### src/rtl/btrace_pkg.sv
package btrace_pkg;

   typedef enum logic [1:0] {
      SZ_N1 = 2'b00,
      SZ_N2 = 2'b01,
      SZ_N4 = 2'b10,
      SZ_N8 = 2'b11
   } size_e;

   typedef enum logic {
      ST_IDLE = 1'b0,
      ST_DATA = 1'b1
   } sh_state_e;

   // number of address nibbles carried by a size code
   function automatic logic [3:0] nib_count(size_e c);
      logic [3:0] n;
      n = 4'd1 << c;
      return n;
   endfunction

endpackage

### src/rtl/btrace_clkdiv.sv
module btrace_clkdiv (
   input  logic clk_i,
   input  logic rst_ni,
   output logic tclk_o,
   output logic tick_o
);
   logic phase_q;

   always_ff @(posedge clk_i or negedge rst_ni) begin
      if (!rst_ni) phase_q <= 1'b0;
      else         phase_q <= ~phase_q;
   end

   // outputs update on the edge where the trace clock falls
   assign tclk_o = phase_q;
   assign tick_o = phase_q;
endmodule

### src/rtl/btrace_hold.sv
module btrace_hold #(
   parameter int ADDR_W = 32
) (
   input  logic              clk_i,
   input  logic              rst_ni,
   input  logic              push_i,
   input  logic [ADDR_W-1:0] push_addr_i,
   input  logic              pop_i,
   output logic              full_o,
   output logic [ADDR_W-1:0] addr_o,
   output logic              ovf_o
);
   logic              full_q;
   logic [ADDR_W-1:0] addr_q;
   logic              ovf_q;
   logic              accept;
   logic              drop;

   assign accept = push_i && (!full_q || pop_i);
   assign drop   = push_i && full_q && !pop_i;

   always_ff @(posedge clk_i or negedge rst_ni) begin
      if (!rst_ni) begin
         full_q <= 1'b0;
         addr_q <= '0;
         ovf_q  <= 1'b0;
      end else begin
         if (accept) begin
            full_q <= 1'b1;
            addr_q <= push_addr_i;
         end else if (pop_i) begin
            full_q <= 1'b0;
         end
         if (drop) ovf_q <= 1'b1;
      end
   end

   assign full_o = full_q;
   assign addr_o = addr_q;
   assign ovf_o  = ovf_q;
endmodule

### src/rtl/btrace_sizer.sv
module btrace_sizer
   import btrace_pkg::*;
#(
   parameter int ADDR_W = 32,
   parameter int NIB_W  = 4
) (
   input  logic [ADDR_W-1:0] addr_i,
   input  logic [ADDR_W-1:0] ref_i,
   input  logic              ref_ok_i,
   output size_e             code_o
);
   localparam int LEVELS = 3;

   logic [LEVELS-1:0] match;

   // level g keeps 1<<g low nibbles; everything above must agree
   for (genvar g = 0; g < LEVELS; g++) begin : g_lvl
      localparam int LO = NIB_W << g;
      assign match[g] = (addr_i[ADDR_W-1:LO] == ref_i[ADDR_W-1:LO]);
   end

   always_comb begin
      if (!ref_ok_i)     code_o = SZ_N8;
      else if (match[0]) code_o = SZ_N1;
      else if (match[1]) code_o = SZ_N2;
      else if (match[2]) code_o = SZ_N4;
      else               code_o = SZ_N8;
   end
endmodule

### src/rtl/btrace_shifter.sv
module btrace_shifter
   import btrace_pkg::*;
#(
   parameter int         ADDR_W   = 32,
   parameter int         NIB_W    = 4,
   parameter logic [3:0] IDLE_NIB = 4'b0011,
   parameter logic [1:0] HDR_TAG  = 2'b10
) (
   input  logic              clk_i,
   input  logic              rst_ni,
   input  logic              tick_i,
   input  logic              have_i,
   input  logic [ADDR_W-1:0] hold_addr_i,
   input  size_e             code_i,
   output logic              pop_o,
   output logic [ADDR_W-1:0] ref_o,
   output logic              ref_ok_o,
   output logic              tsync_o,
   output logic [NIB_W-1:0]  tdata_o
);
   localparam int NUM_NIB = ADDR_W / NIB_W;
   localparam int CNT_W   = $clog2(NUM_NIB + 1);

   sh_state_e         st_q;
   logic [ADDR_W-1:0] sh_q;
   logic [ADDR_W-1:0] cur_q;
   logic [ADDR_W-1:0] ref_q;
   logic              ref_ok_q;
   logic [CNT_W-1:0]  left_q;
   logic              tsync_q;
   logic [NIB_W-1:0]  tdata_q;
   logic [3:0]        n_nib;

   assign n_nib = nib_count(code_i);
   assign pop_o = tick_i && (st_q == ST_IDLE) && have_i;

   always_ff @(posedge clk_i or negedge rst_ni) begin
      if (!rst_ni) begin
         st_q     <= ST_IDLE;
         sh_q     <= '0;
         cur_q    <= '0;
         ref_q    <= '0;
         ref_ok_q <= 1'b0;
         left_q   <= '0;
         tsync_q  <= 1'b1;
         tdata_q  <= IDLE_NIB;
      end else if (tick_i) begin
         case (st_q)
            ST_IDLE: begin
               tsync_q <= 1'b1;
               if (have_i) begin
                  tdata_q <= {HDR_TAG, code_i};
                  sh_q    <= hold_addr_i;
                  cur_q   <= hold_addr_i;
                  left_q  <= CNT_W'(n_nib);
                  st_q    <= ST_DATA;
               end else begin
                  tdata_q <= IDLE_NIB;
               end
            end
            ST_DATA: begin
               tsync_q <= 1'b0;
               tdata_q <= sh_q[NIB_W-1:0];
               sh_q    <= sh_q >> NIB_W;
               left_q  <= left_q - 1'b1;
               if (left_q == CNT_W'(1)) begin
                  st_q     <= ST_IDLE;
                  ref_q    <= cur_q;
                  ref_ok_q <= 1'b1;
               end
            end
            default: st_q <= ST_IDLE;
         endcase
      end
   end

   assign ref_o    = ref_q;
   assign ref_ok_o = ref_ok_q;
   assign tsync_o  = tsync_q;
   assign tdata_o  = tdata_q;
endmodule

### src/rtl/btrace_port.sv
module btrace_port
   import btrace_pkg::*;
#(
   parameter int         ADDR_W   = 32,
   parameter int         NIB_W    = 4,
   parameter logic [3:0] IDLE_NIB = 4'b0011,
   parameter logic [1:0] HDR_TAG  = 2'b10
) (
   input  logic              clk_i,
   input  logic              rst_ni,
   input  logic              br_valid_i,
   input  logic [ADDR_W-1:0] br_target_i,
   output logic              tclk_o,
   output logic              tsync_o,
   output logic [NIB_W-1:0]  tdata_o,
   output logic              ovf_o
);
   if (NIB_W != 4) begin : g_bad_nib
      $error("btrace_port: header layout needs NIB_W == 4");
   end
   if (ADDR_W != 8 * NIB_W) begin : g_bad_addr
      $error("btrace_port: size codes cover exactly eight nibbles");
   end
   if (IDLE_NIB[3:2] == HDR_TAG) begin : g_bad_idle
      $error("btrace_port: idle nibble must not carry the header tag");
   end

   logic              tick;
   logic              pop;
   logic              have;
   logic [ADDR_W-1:0] hold_addr;
   logic [ADDR_W-1:0] ref_addr;
   logic              ref_ok;
   size_e             code;

   btrace_clkdiv u_div (
      .clk_i  (clk_i),
      .rst_ni (rst_ni),
      .tclk_o (tclk_o),
      .tick_o (tick)
   );

   btrace_hold #(.ADDR_W(ADDR_W)) u_hold (
      .clk_i       (clk_i),
      .rst_ni      (rst_ni),
      .push_i      (br_valid_i),
      .push_addr_i (br_target_i),
      .pop_i       (pop),
      .full_o      (have),
      .addr_o      (hold_addr),
      .ovf_o       (ovf_o)
   );

   btrace_sizer #(.ADDR_W(ADDR_W), .NIB_W(NIB_W)) u_size (
      .addr_i   (hold_addr),
      .ref_i    (ref_addr),
      .ref_ok_i (ref_ok),
      .code_o   (code)
   );

   btrace_shifter #(
      .ADDR_W   (ADDR_W),
      .NIB_W    (NIB_W),
      .IDLE_NIB (IDLE_NIB),
      .HDR_TAG  (HDR_TAG)
   ) u_shift (
      .clk_i       (clk_i),
      .rst_ni      (rst_ni),
      .tick_i      (tick),
      .have_i      (have),
      .hold_addr_i (hold_addr),
      .code_i      (code),
      .pop_o       (pop),
      .ref_o       (ref_addr),
      .ref_ok_o    (ref_ok),
      .tsync_o     (tsync_o),
      .tdata_o     (tdata_o)
   );
endmodule

### config.mk
export PLATFORM = sky130hd
export DESIGN_NAME = btrace_port
export DESIGN_NICKNAME = d
export VERILOG_FILES = /design/src/rtl/btrace_pkg.sv /design/src/rtl/btrace_clkdiv.sv /design/src/rtl/btrace_hold.sv /design/src/rtl/btrace_sizer.sv /design/src/rtl/btrace_shifter.sv /design/src/rtl/btrace_port.sv
export SDC_FILE = /design/constraint.sdc
export NUM_CORES = 1
export LEC_CHECK = 0
export ABC_AREA = 0
export CAP_MARGIN = 20
export CORE_AREA = 2 2 101 103
export DETAILED_ROUTE_END_ITERATION = 10
export DIE_AREA = 0 0 103 105
export PLACE_DENSITY = 0.8
export SLEW_MARGIN = 10
export SYNTH_ARGS = -nofsm -noshare
export SYNTH_HDL_FRONTEND = slang
export SYNTH_SLANG_ARGS = --single-unit
### constraint.sdc
create_clock -name clk_i -period 2.65 [get_ports clk_i]
set_input_delay 0.6625 -clock clk_i [delete_from_list [all_inputs] [get_ports clk_i]]
set_output_delay 0.6625 -clock clk_i [all_outputs]
set_load 0.03 [all_outputs]
## After elaboration in Yosys (flattened, before gate mapping)

Cells that the tools add are included.

- Reductions and logical operators: 12
- Multiplexer cells: 16
- Eq/ne operators: 5
- Add/sub/neg operators: 1
- Bitwise gates (word level): 2
- Shift operators: 1

Operators by type and width:

| kind | count |
|---|---|
| 32-bit case mux with 2 select lines | 1 |
| 32-bit two-way mux | 1 |
| 28-bit == test | 1 |
| 24-bit == test | 1 |
| 16-bit == test | 1 |
| 4-bit case mux with 2 select lines | 2 |
| 4-bit two-way mux | 2 |
| 2-bit two-way mux | 3 |
| 3-bit AND reduction | 2 |
| 1-bit logical AND | 5 |
| 1-bit two-way mux | 5 |
| 4-bit by 1-bit == test with 1-bit output (second input constant) | 1 |
| 1-bit case mux with 2 select lines | 2 |
| 1-bit by 2-bit left shift with 4-bit output (first input constant) | 1 |
| 4-bit by 1-bit subtractor with 4-bit output (second input constant) | 1 |
| 1-bit zero test | 2 |
| 2-bit inequality test (second input constant) | 1 |
| 1-bit NOT | 2 |
| 2-bit AND reduction | 1 |
| 2-bit nonzero test | 1 |
| 1-bit logical OR | 1 |

- Input bits: 35
- Output and inout bits: 7
- Logic and storage cells: 49
- Register bits: 142

## Logic depth before layout (Yosys ltp)

Gate-level depths: netlist (run 1).

- Depth in word-level cells: 8
- Gate-level depth with buffers: 7
- Depth with buffers taken out: 7

## Cells and area by module

Synthesis (run 1) repeated with hierarchy kept, for this count alone.

- Cell total of the unflattened synthesis: 506
- Area, all modules: 6281.0 µm²

By module, submodules not included:

| module | seq. area each (µm²) | instances | cells an instance | area an instance (µm²) |
|---|---|---|---|---|
| btrace_shifter | 2681.3 | 1 | 390 | 4499.3 |
| btrace_hold | 850.8 | 1 | 74 | 1423.9 |
| btrace_sizer | 0.0 | 1 | 39 | 321.6 |
| btrace_clkdiv | 25.0 | 1 | 3 | 36.3 |

## Worst setup path before layout (run 1)

No wires, ideal clock.

- Kind: register -> register
- Start: register u_div.phase_q (netlist: u_div.tclk_o)
- End: register u_hold.addr_q[10] (netlist: u_hold.addr_o[10])
- Cell stages (with the launch flop): 7
- Library setup time: 0.125 ns
- Buffers on the path: 2
- Arrival: 1.581 ns
- Setup slack: 0.944 ns
- Clock period less this slack: 1.706 ns
- Data required time: 2.525 ns
- Path through: dfrtp_1 nand2b_1 nand2_1 and2_1 buf_2 buf_2 mux2_2

- Cells in the longest elaborated chain, start to end: 4

Ends and longest elaborated chain:

| what | line | RTL |
|---|---|---|
| start, declared | btrace_clkdiv.sv:7 | `logic phase_q;` |
| start signal, assigned | btrace_clkdiv.sv:11 | `else phase_q <= ~phase_q;` |
| 1-bit logical AND (2 in series) | btrace_shifter.sv:35 | `assign pop_o = tick_i && (st_q == ST_IDLE) && have_i;` |
| 1-bit logical OR | btrace_hold.sv:19 | `assign accept = push_i && (!full_q \|\| pop_i);` |
| 1-bit logical AND | btrace_hold.sv:19 |  |
| end signal, assigned | btrace_hold.sv:30 | `addr_q <= push_addr_i;` |
| end, declared | btrace_hold.sv:14 | `logic [ADDR_W-1:0] addr_q;` |

No other way between the ends.
A chain may end at the register's enable or synchronous reset.

## Worst setup path in the final report (run 1)

- Start: register u_div.phase_q (netlist: u_div.tclk_o)
- End: output tclk_o

RTL lines:

| what | line | RTL |
|---|---|---|
| end, declared | btrace_port.sv:13 | `output logic tclk_o,` |

No word-level cell between the ends.

==> results of run 1 <==
power by group:
group	internal, W	switching, W	leakage [nW]	total [W]
sequential	0.00292	0.000706	1.65	0.00363
clock	0.00126	0.000850	0.245	0.00211
combinational	0.000987	0.000793	1.30	0.00178
through the flow:
step / setup WS [ps] / hold WS [ps]
after CTS: 40.36 / 125.0
after global routing: 148.3 / 137.6
after detailed placement: 461.4 / 454.8
after global placement: 518.8 / 451.3
final: 222.6 / 118.4
after floorplan: 943.7 / 366.9
Yosys cell counts (2+ instances only):
library cell | count | share of area
nand2_1 | 116 | 0.077
dfstp_2 | 3 | 0.014
o21ai_0 | 34 | 0.030
ha_1 | 2 | 0.0044
buf_4 | 4 | 0.0053
a21oi_1 | 7 | 0.0062
nor3_1 | 2 | 0.0018
nand3b_1 | 2 | 0.0027
nand4_1 | 6 | 0.0066
clkbuf_1 | 14 | 0.0093
nor2_1 | 11 | 0.0073
mux2_1 | 31 | 0.062
dfrtp_1 | 131 | 0.58
mux2_2 | 30 | 0.060
buf_2 | 7 | 0.0062
nand3_1 | 2 | 0.0018
and2_1 | 2 | 0.0022
inv_1 | 7 | 0.0046
xnor2_1 | 28 | 0.043
mux2i_1 | 29 | 0.051
nand2b_1 | 2 | 0.0022
a22o_1 | 4 | 0.0062
routing by layer:
layer	global-route usage	vias up	part of all wire
met2	0.3766	70	0.51
li1	-	1724	-
met5	0	-	0
met4	0.08271	0	0.012
met1	0.3066	1873	0.44
met3	0.06622	12	0.038
worst paths after layout:
check | to | slack (ps) | cells past startpoint | startpoint
max | tclk_o | 220 | 1 | u_div.tclk_o
max reg2reg | u_hold.addr_o[12] | 720 | 5 | u_shift.st_q
min | u_shift.ref_o[11] | 120 | 1 | rst_ni
min in group clk_i | u_shift.ref_ok_o | 470 | 1 | u_shift.ref_ok_o
max in group asynchronous | u_shift.tdata_o[1] | 1810 | 2 | rst_ni
min reg2reg | u_shift.ref_ok_o | 470 | 1 | u_shift.ref_ok_o
cell families (layout without fill, tap and decap cells):
family | Yosys count | count (layout) | share of synthesized area
buf+inv | 33 | 91 | 0.02629
fa+ha+maj | 2 | 2 | 0.004418
xor+xnor | 28 | 28 | 0.04331
flops | 134 | 134 | 0.5928
mux | 90 | 90 | 0.1726
compound gates | 52 | 52 | 0.05170
simple gates | 148 | 148 | 0.1089
registers in the layout, summed over array words and instances, names as in the netlist:
register,cells
u_hold.addr_o,32
u_shift.sh_q,32
u_shift.cur_q,28
u_shift.ref_o,28
u_shift.left_q,4
u_shift.tdata_o,4
u_div.tclk_o,1
u_hold.full_o,1
u_hold.ovf_o,1
u_shift.ref_ok_o,1
u_shift.st_q,1
u_shift.tsync_o,1
layout make-up:
| class | instances | area [um^2] |
|---|---|---|
| flip-flops and latches | 134 | 3359 |
| multi-input cells | 320 | 2180 |
| fillers | 686 | 2850 |
| clock inverters | 12 | 106.4 |
| clock buffers | 20 | 435.4 |
| well taps | 133 | 166.4 |
| repair buffers | 52 | 515.5 |
| inverters | 7 | 26.28 |
==> flow_summary.json, run 1 <==
{
  "fin_setup_tns_ps": 0,
  "relSlewSlack": 0.6477,
  "final_cell_mix": "dfrtp_1 (129), nand2_1 (116), clkdlybuf4s50_1 (40), o21ai_0 (34), mux2_1 (31)",
  "setup_viol": 0,
  "crit_family": "buffers and inverters",
  "antenna_cells": 0,
  "synthCells": 487,
  "status": "completed",
  "cts_tree": "built",
  "initial_core_util": 0.5875,
  "final_cells": 678,
  "fmaxAchievable_mhz": 412.0,
  "drt_iter0_drc": 179,
  "rows": 36,
  "clock_latency_ps": 520,
  "p_leak_nw": 3.193,
  "slowest_stage": "clkdlybuf4s50_1",
  "overflow": 0,
  "pwr_density_cell_mw_per_mm2": 1107,
  "htree_levels": 4,
  "endpoint_kind": "primary output",
  "hold_violations": 0,
  "final_common_cell": "dfrtp_1",
  "path_class": "register to primary output",
  "grt_antenna_before_repair": 0,
  "ctsResizeCount": 0,
  "placed_area_mm2": 0.006246,
  "syn_area_mm2": 0.005663,
  "design.core.area_mm2": 0.009639,
  "dieArea_mm2": 0.01082,
  "cts.sinks": 134,
  "drive_gt1_frac": 0.1523,
  "async_flop_share": 1.000,
  "area_growth_pct": 19.89,
  "postLayoutCoreUtil": 0.7043,
  "routabilityCongestion": 0.7900,
  "crit_path_start_kind": "register",
  "synth_seq_cells": 134,
  "ys_seq_area_frac": 0.5928,
  "synth.distinct_cells": 35,
  "fin_skew_ps": 9.174,
  "wl_per_cell_um": 16.89,
  "path_buf_inv": 1,
  "dp_cells": 646,
  "grt_pass1_vias": 3891,
  "postCtsSetupBuffers": 0,
  "crit_chain": "clkdlybuf4s50_1",
  "clk_path_buf_depth": 2,
  "synth_ff_type": "dfrtp_1",
  "grt_first_pass_wirelength_um": 19380,
  "die_h_um": 105,
  "hold_buffers": 0,
  "gr-usage-all-layers": 0.2355,
  "dp_hpwl_um": 7227,
  "portBuffers": 41,
  "period_minus_slack_ps": 2427,
  "drc": 0,
  "ioPinCount": 42,
  "rsz0062_at_grt": "false",
  "hp-class": "input pin to async pin",
  "period_share": 0.9160,
  "die_x_um": 103,
  "vias_per_cell": 5.426,
  "final_max_slew_viol_count": 0,
  "arrival_ps": 1760,
  "wl_um": 11450,
  "vias": 3679,
  "dr.pass1.iters": 4,
  "cts_buffers": 17,
  "syn_area_per_cell_um2": 11.63,
  "synthesis.nets": 524,
  "ys_warn_count": 0,
  "worst_pin_slew_ps": 528.4,
  "drv_cap": 0,
  "cp_max_fo": 14,
  "ant_nets": 0,
  "power.total_w": 0.007518,
  "synth_edf_count": 0,
  "grt_start_max_net_pins": 55,
  "cpPeakStageDelay_ps": 730,
  "vdd_drop_max_uv": 668.7,
  "fin_nets": 569,
  "final_area_mm2": 0.006789,
  "root_buffer": "clkbuf_8",
  "cts.clk_slew.worst_paths_ps": 60,
  "crit_required_ps": 1990
}
Note: power is estimated with default switching activity, not from simulation.
==> run 2, diff against run 1 <==
RECOVER_POWER = 50   (was unset)
SETUP_SLACK_MARGIN = 0.05   (was unset)
==> run 2 against run 1 <==
Net effect: largest power group unchanged; maximum frequency down 0.22%; critical path depth unchanged; total power barely moved.
==> flow_summary.json, run 2 (synthesized netlist as in run 1, its figures left out) <==
{
  "cts.clk_slew.worst_paths_ps": 60,
  "wl_per_cell_um": 16.95,
  "postCtsSetupBuffers": 0,
  "final_area_mm2": 0.006758,
  "rrSetupSlack_ps": 610,
  "status": "completed",
  "endpoint_kind": "primary output",
  "root_buffer": "clkbuf_8",
  "vias_per_cell": 5.453,
  "period_minus_slack_ps": 2433,
  "cts.sinks": 134,
  "routabilityCongestion": 0.7900,
  "ant_nets": 0,
  "setup_viol": 0,
  "vias": 3697,
  "rows": 36,
  "dieArea_mm2": 0.01082,
  "vdd_drop_max_uv": 671.8,
  "arrival_ps": 1770,
  "fin_setup_tns_ps": 0,
  "cp_max_fo": 14,
  "grt_first_pass_wirelength_um": 19380,
  "hold_buffers": 0,
  "dp_hpwl_um": 7227,
  "initial_core_util": 0.5875,
  "drt_iter0_drc": 206,
  "final_common_cell": "dfrtp_1",
  "drv_cap": 0,
  "p_leak_nw": 3.183,
  "r2r-end": "u_shift.ref_o[18]",
  "crit_required_ps": 1990,
  "fin_skew_ps": 9.208,
  "antenna_cells": 0,
  "fin_nets": 569,
  "grt_antenna_before_repair": 0,
  "drive_gt1_frac": 0.1505,
  "clk_path_buf_depth": 2,
  "drc": 0,
  "hold_violations": 0,
  "fmaxAchievable_mhz": 411.1,
  "overflow": 0,
  "crit_path_start_kind": "register",
  "cts_tree": "built",
  "rsz0062_at_grt": "false",
  "gr-usage-all-layers": 0.2355,
  "dr.pass1.iters": 4,
  "crit_chain": "clkdlybuf4s50_1",
  "area_growth_pct": 19.33,
  "slowest_stage": "clkdlybuf4s50_1",
  "portBuffers": 41,
  "die_x_um": 103,
  "r2r-start": "u_shift.st_q",
  "die_h_um": 105,
  "htree_levels": 4,
  "placed_area_mm2": 0.006246,
  "crit_family": "buffers and inverters",
  "pwr_density_cell_mw_per_mm2": 1112,
  "grt_start_max_net_pins": 55,
  "relSlewSlack": 0.1405,
  "power.total_w": 0.007517,
  "hp-class": "input pin to async pin",
  "grt_pass1_vias": 3891,
  "cpPeakStageDelay_ps": 730,
  "final_max_slew_viol_count": 0,
  "wl_um": 11490,
  "reg2reg_depth": 4,
  "final_cell_mix": "dfrtp_1 (130), nand2_1 (116), clkdlybuf4s50_1 (40), o21ai_0 (34), mux2_1 (31)",
  "cts_buffers": 17,
  "ioPinCount": 42,
  "period_share": 0.9180,
  "design.core.area_mm2": 0.009639,
  "clock_latency_ps": 520,
  "worst_pin_slew_ps": 1289,
  "path_buf_inv": 1,
  "path_class": "register to primary output"
}
## run 2: how the worst max path moves through the flow
stage	cells after the start	to	slack, ps	start
after floorplan	6	u_hold.addr_o[10]	940	u_div.tclk_o
after global placement	4	u_hold.addr_o[7]	520	br_valid_i
after detailed placement	4	u_hold.addr_o[12]	460	br_valid_i
after CTS	1	tclk_o	200	u_div.tclk_o
after global routing	1	tclk_o	150	u_div.tclk_o
final	1	tclk_o	220	u_div.tclk_o
## run 2: per-stage QoR
step           std cells    util  hold WS, ps  setup WS, ps
6_report             678  0.7011        97.95         217.3
5_1_grt              678  0.7011        121.3         148.3
4_1_cts              678  0.7043        125.0         195.7
3_5_place_dp         646  0.6480        454.8         461.4
3_3_place_gp         646  0.6480        451.3         518.8
2_1_floorplan        487       -        366.9         943.7
## run 2: metal layers
metal	track usage	share of wire
met5	0	0
met4	0.08271	0.013
met3	0.06622	0.038
met2	0.3766	0.51
met1	0.3066	0.44
## run 2: area by class of cell
type	instances	area (um^2)
fillers	691	2882
well taps	133	166.4
clock inverters	12	106.4
clock buffers	20	435.4
inverters	7	26.28
repair buffers	52	485.5
flip-flops and latches	134	3358
multi-input cells	320	2180
## run 2: repair_timing
item | in CTS | in global routing
endpoints found under the setup margin | 1 | 0
resized for setup | 1 | 0
endpoints found under the hold margin | 0 | 0
## run 2: power breakdown
part	switching [W]	internal (W)	total [W]
Clock	0.000854	0.00126	0.00211
Sequential	0.000707	0.00292	0.00363
Combinational	0.000792	0.000982	0.00177
